<file path="src/rtl/dm_div_pkg.sv">
// Package: shared types of the dual-modulus divider.
// Assumes nothing beyond a standard SystemVerilog tool flow.
package dm_div_pkg;

    // Which of the two integer dividers is currently producing periods.
    typedef enum logic {
        PH_A = 1'b0,
        PH_B = 1'b1
    } div_phase_e;

endpackage

</file>
<file path="src/rtl/dm_cfg_shadow.sv">
// Module: dm_cfg_shadow
// Holds the active copy of the divider settings. The copy follows the
// configuration inputs while reset is low and whenever `load` is high.
// Assumes `load` is high only on a clean pattern boundary.
module dm_cfg_shadow #(
    parameter int DIV_W = 12,
    parameter int REP_W = 12
) (
    input  logic             clk,
    input  logic             rst_n,
    input  logic             load,
    input  logic             in_dual,
    input  logic [DIV_W-1:0] in_div_a,
    input  logic [REP_W-1:0] in_rep_a,
    input  logic [DIV_W-1:0] in_div_b,
    input  logic [REP_W-1:0] in_rep_b,
    output logic             act_dual,
    output logic [DIV_W-1:0] act_div_a,
    output logic [REP_W-1:0] act_rep_a,
    output logic [DIV_W-1:0] act_div_b,
    output logic [REP_W-1:0] act_rep_b
);

    // Capture new settings during reset or at a pattern boundary.
    always_ff @(posedge clk) begin
        if (!rst_n || load) begin
            act_dual  <= in_dual;
            act_div_a <= in_div_a;
            act_rep_a <= in_rep_a;
            act_div_b <= in_div_b;
            act_rep_b <= in_rep_b;
        end
    end

endmodule

</file>
<file path="src/rtl/dm_period_counter.sv">
// Module: dm_period_counter
// Counts input cycles within one output period from 0 up to `limit`
// (the period length minus one) and makes the registered tick and wave
// outputs. Assumes `limit` stays constant within a period.
module dm_period_counter #(
    parameter int DIV_W = 12
) (
    input  logic             clk,
    input  logic             rst_n,
    input  logic [DIV_W-1:0] limit,
    output logic             period_end,
    output logic             tick_q,
    output logic             wave_q
);

    localparam int FULL_W = DIV_W + 1;

    logic [DIV_W-1:0]  cnt_q;
    logic [FULL_W-1:0] period_len;
    logic [FULL_W-1:0] high_len;
    logic              wave_next;

    // Last cycle of the current period.
    assign period_end = (cnt_q == limit);

    // Cycles the wave spends high: floor(period / 2).
    always_comb begin
        period_len = {1'b0, limit} + FULL_W'(1);
        high_len   = period_len >> 1;
        if (limit == '0) begin
            wave_next = 1'b1;
        end else begin
            wave_next = ({1'b0, cnt_q} < high_len);
        end
    end

    // Position counter within the period.
    always_ff @(posedge clk) begin
        if (!rst_n) begin
            cnt_q <= '0;
        end else if (period_end) begin
            cnt_q <= '0;
        end else begin
            cnt_q <= cnt_q + DIV_W'(1);
        end
    end

    // Registered outputs, low during reset so that they cannot glitch.
    always_ff @(posedge clk) begin
        if (!rst_n) begin
            tick_q <= 1'b0;
            wave_q <= 1'b0;
        end else begin
            tick_q <= period_end;
            wave_q <= wave_next;
        end
    end

endmodule

</file>
<file path="src/rtl/dm_phase_seq.sv">
// Module: dm_phase_seq
// Chooses the divider in use and counts repetitions of each one. It
// flags the end of a full pattern (dual mode) or of any period (single
// mode). Assumes `period_end` is one cycle per period.
module dm_phase_seq
    import dm_div_pkg::*;
#(
    parameter int REP_W = 12
) (
    input  logic             clk,
    input  logic             rst_n,
    input  logic             period_end,
    input  logic             dual,
    input  logic [REP_W-1:0] rep_a,
    input  logic [REP_W-1:0] rep_b,
    output div_phase_e       phase,
    output logic             seq_end
);

    logic [REP_W-1:0] rep_q;

    // Boundary at which a new configuration may be taken in.
    assign seq_end = period_end && (!dual || ((phase == PH_B) && (rep_q == rep_b)));

    // Repetition counting and divider selection, updated per period.
    always_ff @(posedge clk) begin
        if (!rst_n) begin
            phase <= PH_A;
            rep_q <= '0;
        end else if (period_end) begin
            if (!dual) begin
                phase <= PH_A;
                rep_q <= '0;
            end else if (phase == PH_A) begin
                if (rep_q == rep_a) begin
                    phase <= PH_B;
                    rep_q <= '0;
                end else begin
                    rep_q <= rep_q + REP_W'(1);
                end
            end else begin
                if (rep_q == rep_b) begin
                    phase <= PH_A;
                    rep_q <= '0;
                end else begin
                    rep_q <= rep_q + REP_W'(1);
                end
            end
        end
    end

endmodule

</file>
<file path="src/rtl/dm_clk_divider.sv">
// Module: dm_clk_divider (top)
// Dual-modulus fractional clock divider: alternates (rep_a+1) periods
// of (div_a+1) cycles with (rep_b+1) periods of (div_b+1) cycles, or
// uses divisor A alone in single mode. Assumes one clock and a
// synchronous active-low reset.
module dm_clk_divider
    import dm_div_pkg::*;
#(
    parameter int DIV_W = 12,
    parameter int REP_W = 12
) (
    input  logic             clk,
    input  logic             rst_n,
    input  logic             cfg_dual,
    input  logic [DIV_W-1:0] cfg_div_a,
    input  logic [REP_W-1:0] cfg_rep_a,
    input  logic [DIV_W-1:0] cfg_div_b,
    input  logic [REP_W-1:0] cfg_rep_b,
    output logic             tick_o,
    output logic             wave_o
);

    logic             act_dual;
    logic [DIV_W-1:0] act_div_a;
    logic [REP_W-1:0] act_rep_a;
    logic [DIV_W-1:0] act_div_b;
    logic [REP_W-1:0] act_rep_b;
    logic [DIV_W-1:0] cur_limit;
    logic             period_end;
    logic             seq_end;
    div_phase_e       phase;

    dm_cfg_shadow #(.DIV_W(DIV_W), .REP_W(REP_W)) u_shadow (
        .clk       (clk),
        .rst_n     (rst_n),
        .load      (seq_end),
        .in_dual   (cfg_dual),
        .in_div_a  (cfg_div_a),
        .in_rep_a  (cfg_rep_a),
        .in_div_b  (cfg_div_b),
        .in_rep_b  (cfg_rep_b),
        .act_dual  (act_dual),
        .act_div_a (act_div_a),
        .act_rep_a (act_rep_a),
        .act_div_b (act_div_b),
        .act_rep_b (act_rep_b)
    );

    // Period limit of the divider in use.
    assign cur_limit = (phase == PH_A) ? act_div_a : act_div_b;

    dm_period_counter #(.DIV_W(DIV_W)) u_count (
        .clk        (clk),
        .rst_n      (rst_n),
        .limit      (cur_limit),
        .period_end (period_end),
        .tick_q     (tick_o),
        .wave_q     (wave_o)
    );

    dm_phase_seq #(.REP_W(REP_W)) u_seq (
        .clk        (clk),
        .rst_n      (rst_n),
        .period_end (period_end),
        .dual       (act_dual),
        .rep_a      (act_rep_a),
        .rep_b      (act_rep_b),
        .phase      (phase),
        .seq_end    (seq_end)
    );

endmodule

</file>
<file path="config.mk">
export PLATFORM = sky130hd
export DESIGN_NAME = dm_clk_divider
export DESIGN_NICKNAME = d
export VERILOG_FILES = /design/src/rtl/dm_div_pkg.sv /design/src/rtl/dm_cfg_shadow.sv /design/src/rtl/dm_period_counter.sv /design/src/rtl/dm_phase_seq.sv /design/src/rtl/dm_clk_divider.sv
export SDC_FILE = /design/constraint.sdc
export NUM_CORES = 1
export LEC_CHECK = 0
export ABC_AREA = 1
export CAP_MARGIN = 0
export CORE_ASPECT_RATIO = 1.25
export CORE_MARGIN = 2
export CORE_UTILIZATION = 47
export CTS_BUF_LIST = sky130_fd_sc_hd__clkbuf_16
export DETAILED_ROUTE_END_ITERATION = 8
export DONT_BUFFER_PORTS = 1
export GPL_ROUTABILITY_DRIVEN = 0
export GPL_TIMING_DRIVEN = 1
export PLACE_DENSITY = 0.65
export SYNTH_ARGS = -nofsm -noshare
export SYNTH_HDL_FRONTEND = slang
export SYNTH_HIERARCHICAL = 1
export SYNTH_SLANG_ARGS = --single-unit
</file>
<file path="constraint.sdc">
create_clock -name clk -period 2.7 [get_ports clk]
set_input_delay 0.135 -clock clk [delete_from_list [all_inputs] [get_ports clk]]
set_output_delay 0.135 -clock clk [all_outputs]
set_load 0.03 [all_outputs]
</file>
# Word level (Yosys, flattened, before mapping)
# Index checks and enable logic that the tools add are counted.
[op_classes] addsub=3 order_cmp=1 eq_ne=3 mux=10 n_bitwise=1 n_reduce_logical=8
[ops] cell="$mux 12" n=5
[ops] cell="$eq 12x12->1" n=3
[ops] cell="$add 12x1->12 const B" n=2
[ops] cell="$add 12x1->13 const B" n=1
[ops] cell="$logic_not 12->1" n=1
[ops] cell="$lt 12x12->1" n=1
[ops] cell="$mux 1" n=5
[ops] cell="$logic_and 1x1->1" n=2
[ops] cell="$logic_not 1->1" n=2
[ops] cell="$logic_or 1x1->1" n=2
[ops] cell="$reduce_or 2->1" n=1
[ops] cell="$not 1->1" n=1
[totals] register_bits=76 input_bits=51 out_inout_bits=2

# Longest topological paths before layout
[logic_depth] word_depth=5 depth_mapped=18 ltp_nobuf=16

# Hierarchy
# The synthesis kept the hierarchy.
[modules_own_cells] mod="dm_cfg_shadow" n_inst=1 cells_each=51 area_each_um2=1478.9
[modules_own_cells] mod="dm_period_counter" n_inst=1 cells_each=195 area_each_um2=1328.8
[modules_own_cells] mod="dm_phase_seq" n_inst=1 cells_each=204 area_each_um2=1162.4
[modules_own_cells] mod="dm_clk_divider" n_inst=1 cells_each=39 area_each_um2=157.7

# Worst setup path after synthesis
# Ideal clock, no wire load.
[synth_timing] path_kind="register -> register" startpoint="register u_seq.phase" endpoint="register u_shadow.act_div_a[0] (enable)" arrival_time_ns=2.556 required_ns=2.292 slack_ns=-0.264 path_stages_with_launch=15 path_buffers=2 period_less_slack_ns=2.964 path_cell_list="dfxtp_1 inv_2 buf_6 nand2_1 nand2_1 buf_4 xnor2_1 nand2_1 nor2_1 nand3_2 inv_1 inv_1 a21oi_1 inv_1 nand2_1"
[synth_via] elab_chain_cells=4
[synth_rtl] element="from (decl)" line_no="dm_phase_seq.sv:16" text="output div_phase_e phase,"
[synth_rtl] element="from (signal assigned)" line_no="dm_phase_seq.sv:28" text="phase <= PH_A;"
[synth_rtl] element="from (signal assigned)" line_no="dm_phase_seq.sv:32" text="phase <= PH_A;"
[synth_rtl] element="from (signal assigned)" line_no="dm_phase_seq.sv:36" text="phase <= PH_B;"
[synth_rtl] element="$mux 12" line_no="dm_clk_divider.sv:50" text="assign cur_limit = (phase == PH_A) ? act_div_a : act_div_b;"
[synth_rtl] element="via cur_limit[2]" line_no="dm_clk_divider.sv:28" text="logic [DIV_W-1:0] cur_limit;"
[synth_rtl] element="$eq 12x12->1" line_no="dm_period_counter.sv:24" text="assign period_end = (cnt_q == limit);"
[synth_rtl] element="via period_end" line_no="dm_clk_divider.sv:29" text="logic period_end;"
[synth_rtl] element="$logic_and 1x1->1" line_no="dm_phase_seq.sv:23" text="assign seq_end = period_end && (!dual || ((phase == PH_B) && (rep_q == rep_b)));"
[synth_rtl] element="via seq_end" line_no="dm_clk_divider.sv:30" text="logic seq_end;"
[synth_rtl] element="$logic_or 1x1->1" line_no="dm_cfg_shadow.sv:26" text="if (!rst_n || load) begin"
[synth_rtl] element="to (signal assigned)" line_no="dm_cfg_shadow.sv:28" text="act_div_a <= in_div_a;"
[synth_rtl] element="to (decl)" line_no="dm_cfg_shadow.sv:18" text="output logic [DIV_W-1:0] act_div_a,"
# The timed path passes the listed nets, and every way through them passes these cells.
# A chain may end at the register's enable or synchronous reset.

# Worst setup path in the final report
[layout_timing] startpoint="register u_seq.phase" endpoint="register u_count.wave_q"
[layout_via] elab_chain_cells=4
[layout_rtl] element="$mux 12 *" line_no="dm_clk_divider.sv:50"
[layout_rtl] element="via cur_limit[1]" line_no="dm_clk_divider.sv:28"
[layout_rtl] element="$add 12x1->13" line_no="dm_period_counter.sv:28" text="period_len = {1'b0, limit} + FULL_W'(1);"
[layout_rtl] element="$lt 12x12->1" line_no="dm_period_counter.sv:33" text="wave_next = ({1'b0, cnt_q} < high_len);"
[layout_rtl] element="$mux 1 *" line_no="dm_period_counter.sv:30" text="if (limit == '0) begin"
[layout_rtl] element="to (signal assigned)" line_no="dm_period_counter.sv:55" text="wave_q <= wave_next;"
[layout_rtl] element="to (decl)" line_no="dm_period_counter.sv:13" text="output logic wave_q"
# The timed path passes the listed nets; every way through them passes the cells marked *.

==> results.cfg <==
[cts]
cts.clk_slew.worst_paths_ns = 0.06
cts.sinks = 76
numCtsBuffers = 9
postCtsSetupRepairBufs = 0
root_buffer = clkbuf_16
clock_path_buffers = 2
clkLatencyLatePin_ns = 0.33
htreeDepth = 3
cts_tree = done

[floorplanning]
die_w_um = 87.8
start_util = 0.480
core_region_area_um2 = 8610
fp.dieArea_um2 = 9550
io_pins = 53
die_h_um = 109
num_rows = 38

[timing]
skew_ns = 0.00893
final.period_utilization = 0.894
final-hold-violation-count = 0
tns_ns = 0
hold_slack_ns = 0.0882
slew_headroom = 0.663
drv_slew = 0
fmax_mhz = 414
worst_pin_slew_ns = 0.504
grt_setup_unrepaired = false
finalCriticalPeriod_ns = 2.41
final-setup-viol-count = 0

[worst_setup_path]
critPathRequiredTime_ns = 2.92
end_kind = flop
critPathLaunchType = flop
crit_path_top_delay_cell = dfxtp_1
crit_family = simple AND/OR/NAND/NOR gates
r2r_start = u_seq/phase
worstPathMaxFanout = 12
path_cells = inv_4 -> nand2_1 -> nand2_1 -> ha_1 -> nand3_1 -> nor3_2 -> nand4_1 -> ha_1 -> nand2_1 -> nor2_1 -> nand2_1 -> nor2_1 -> nor2_1 -> nand2_1 -> a21oi_1
max_stage_delay_ns = 0.39
cp_num_buf_inv = 1
path_common_cell = nand2_1
cp-startpoint = u_seq/phase
critical_path_class = reg2reg
worstPathArrival_ns = 2.63

[run_status]
status = finished, final reports clean

[drt]
wl_per_cell_um = 12.9
drt_first_iter_violations = 207
via_count = 3210
via_per_inst = 4.79
antenna_left = 0
drc = 0
firstDrtPassIters = 5
drt-total-wl_mm = 8.64

[yosys]
ys_seq_area_frac = 0.487
synth.most_common_cell = nand2_1
synth-seq-cells = 76
ys.flop_type = edfxtp_1
ys_top_cells_by_count = nand2_1 (161), inv_1 (55), edfxtp_1 (49)
avgSynthCellArea_um2 = 8.44
syn-num-nets = 556
synth_warnings = 6
yosysTopAreaCell = edfxtp_1
synth_area_um2 = 4130
yosys-top-cells-area = edfxtp_1 (36%), nand2_1 (15%), dfxtp_1 (13%)
ys_types = 29
synthCells = 489
synth.top_cell.area_share = 0.356
synth_edf_count = 49
async_reset_ff_frac = 0

[place]
portBuffers = 0
dp_hpwl_mm = 5.68

[pwr]
vdd.ir_drop.worst_mv = 0.701
p_per_area_nw_per_um2 = 548
leakage_uw = 0.00210

[finish]
utilization = 0.591
diodes = 0
area_growth_pct = 23.1
fillers = 721
nets = 612
drive_gt1_frac = 0.0800

[global_route]
grt_pass1_wl_mm = 14.2
grt.overflow.total = 0
grt_use_total = 0.196
grt_pass1_vias = 3108
grt_antenna_before_repair = 0
grt_max_degree = 26

[worst_hold_path]
hp-class = in2reg
min_from = rst_n

[run]
drv_cap = 0
-- placed cells by master (no fill, tap or decap), drive strengths merged --
cell	netlist	layout
nand2	163	163
inv	63	64
dlygate4sd3	0	50
edfxtp	49	49
nor2	46	46
dfxtp	27	27
xnor2	24	24
nand3	21	21
a21oi	20	20
nand4	17	17
ha	16	16
xor2	14	14
clkbuf	2	9
o21ai	7	7
buf	9	6
clkinv	1	5
nor3	5	5
bufinv	0	2
or2	2	2
nor4	1	1
nor3b	1	1
o21bai	1	1
-- where the power goes --
group	total [µW]	switching, µW	internal [µW]
clock network	1270	462	805
logic	203	100	103
registers	1310	24.8	1290
total	2780	586	2200
-- worst paths after layout --
check | endpoint | slack [ns] | cells after the start
worst max-delay path | u_count/wave_q | 0.29 | 15
worst min-delay path | u_count/cnt_q[0] | 0.09 | 2
worst max register to register | u_count/wave_q | 0.29 | 15
worst min register to register | u_count/cnt_q[0] | 0.51 | 1
-- state kept, by name (all words and copies together) (netlist names) --
register	cells
u_shadow/act_rep_a	12
u_seq/rep_q	12
u_shadow/act_dual	1
u_count/tick_q	1
u_shadow/act_rep_b	12
u_seq/phase	1
u_count/wave_q	1
u_count/cnt_q	12
u_shadow/act_div_b	12
u_shadow/act_div_a	12
-- cell families after synthesis --
family	Yosys count	synth area share
and+or+nand+nor	256	0.268
xor gates and xnor gates	38	0.0806
buffers and inverters	75	0.0809
DFF	76	0.487
adders and majority gates	16	0.0485
AOI/OAI and AO/OA	28	0.0346
-- through the flow --
stage | power, µW | instance area [µm²] | setup WS [ns] | cells
floorplan | 1440 | 4130 | 0.197 | 489
global placement | 1480 | 4260 | 0.301 | 604
detailed placement | 1480 | 4260 | 0.218 | 604
CTS | 2790 | 5070 | 0.206 | 670
global route | 2880 | 5080 | 0.00844 | 670
finish | 2780 | 5080 | 0.286 | 670
-- final cells by class --
type / instances / area [µm²] / share of cell area
clock buffer: 9 / 225 / 0.0443
clock inverter: 7 / 90.1 / 0.0177
inverter: 64 / 243 / 0.0478
multi-input combinational: 338 / 1790 / 0.353
sequential: 76 / 2010 / 0.396
tap: 120 / 150 / 0.0295
timing repair buffer: 56 / 571 / 0.112
-- per-layer routing --
metal,wire (µm),global-route usage,vias up
li1,-,-,1686
met1,3840,0.243,1453
met2,4330,0.325,63
met3,337,0.0477,8
met4,127,0.0824,0
met5,0,0,-
-- timing repair --
action / 4_1_cts / 5_1_grt
resized for setup: 0 / 3
hold buffers: 50 / 0
setup endpoints to repair: 0 / 1
hold endpoints to repair: 53 / 0
Note: power is estimated with default switching activity, not from simulation.
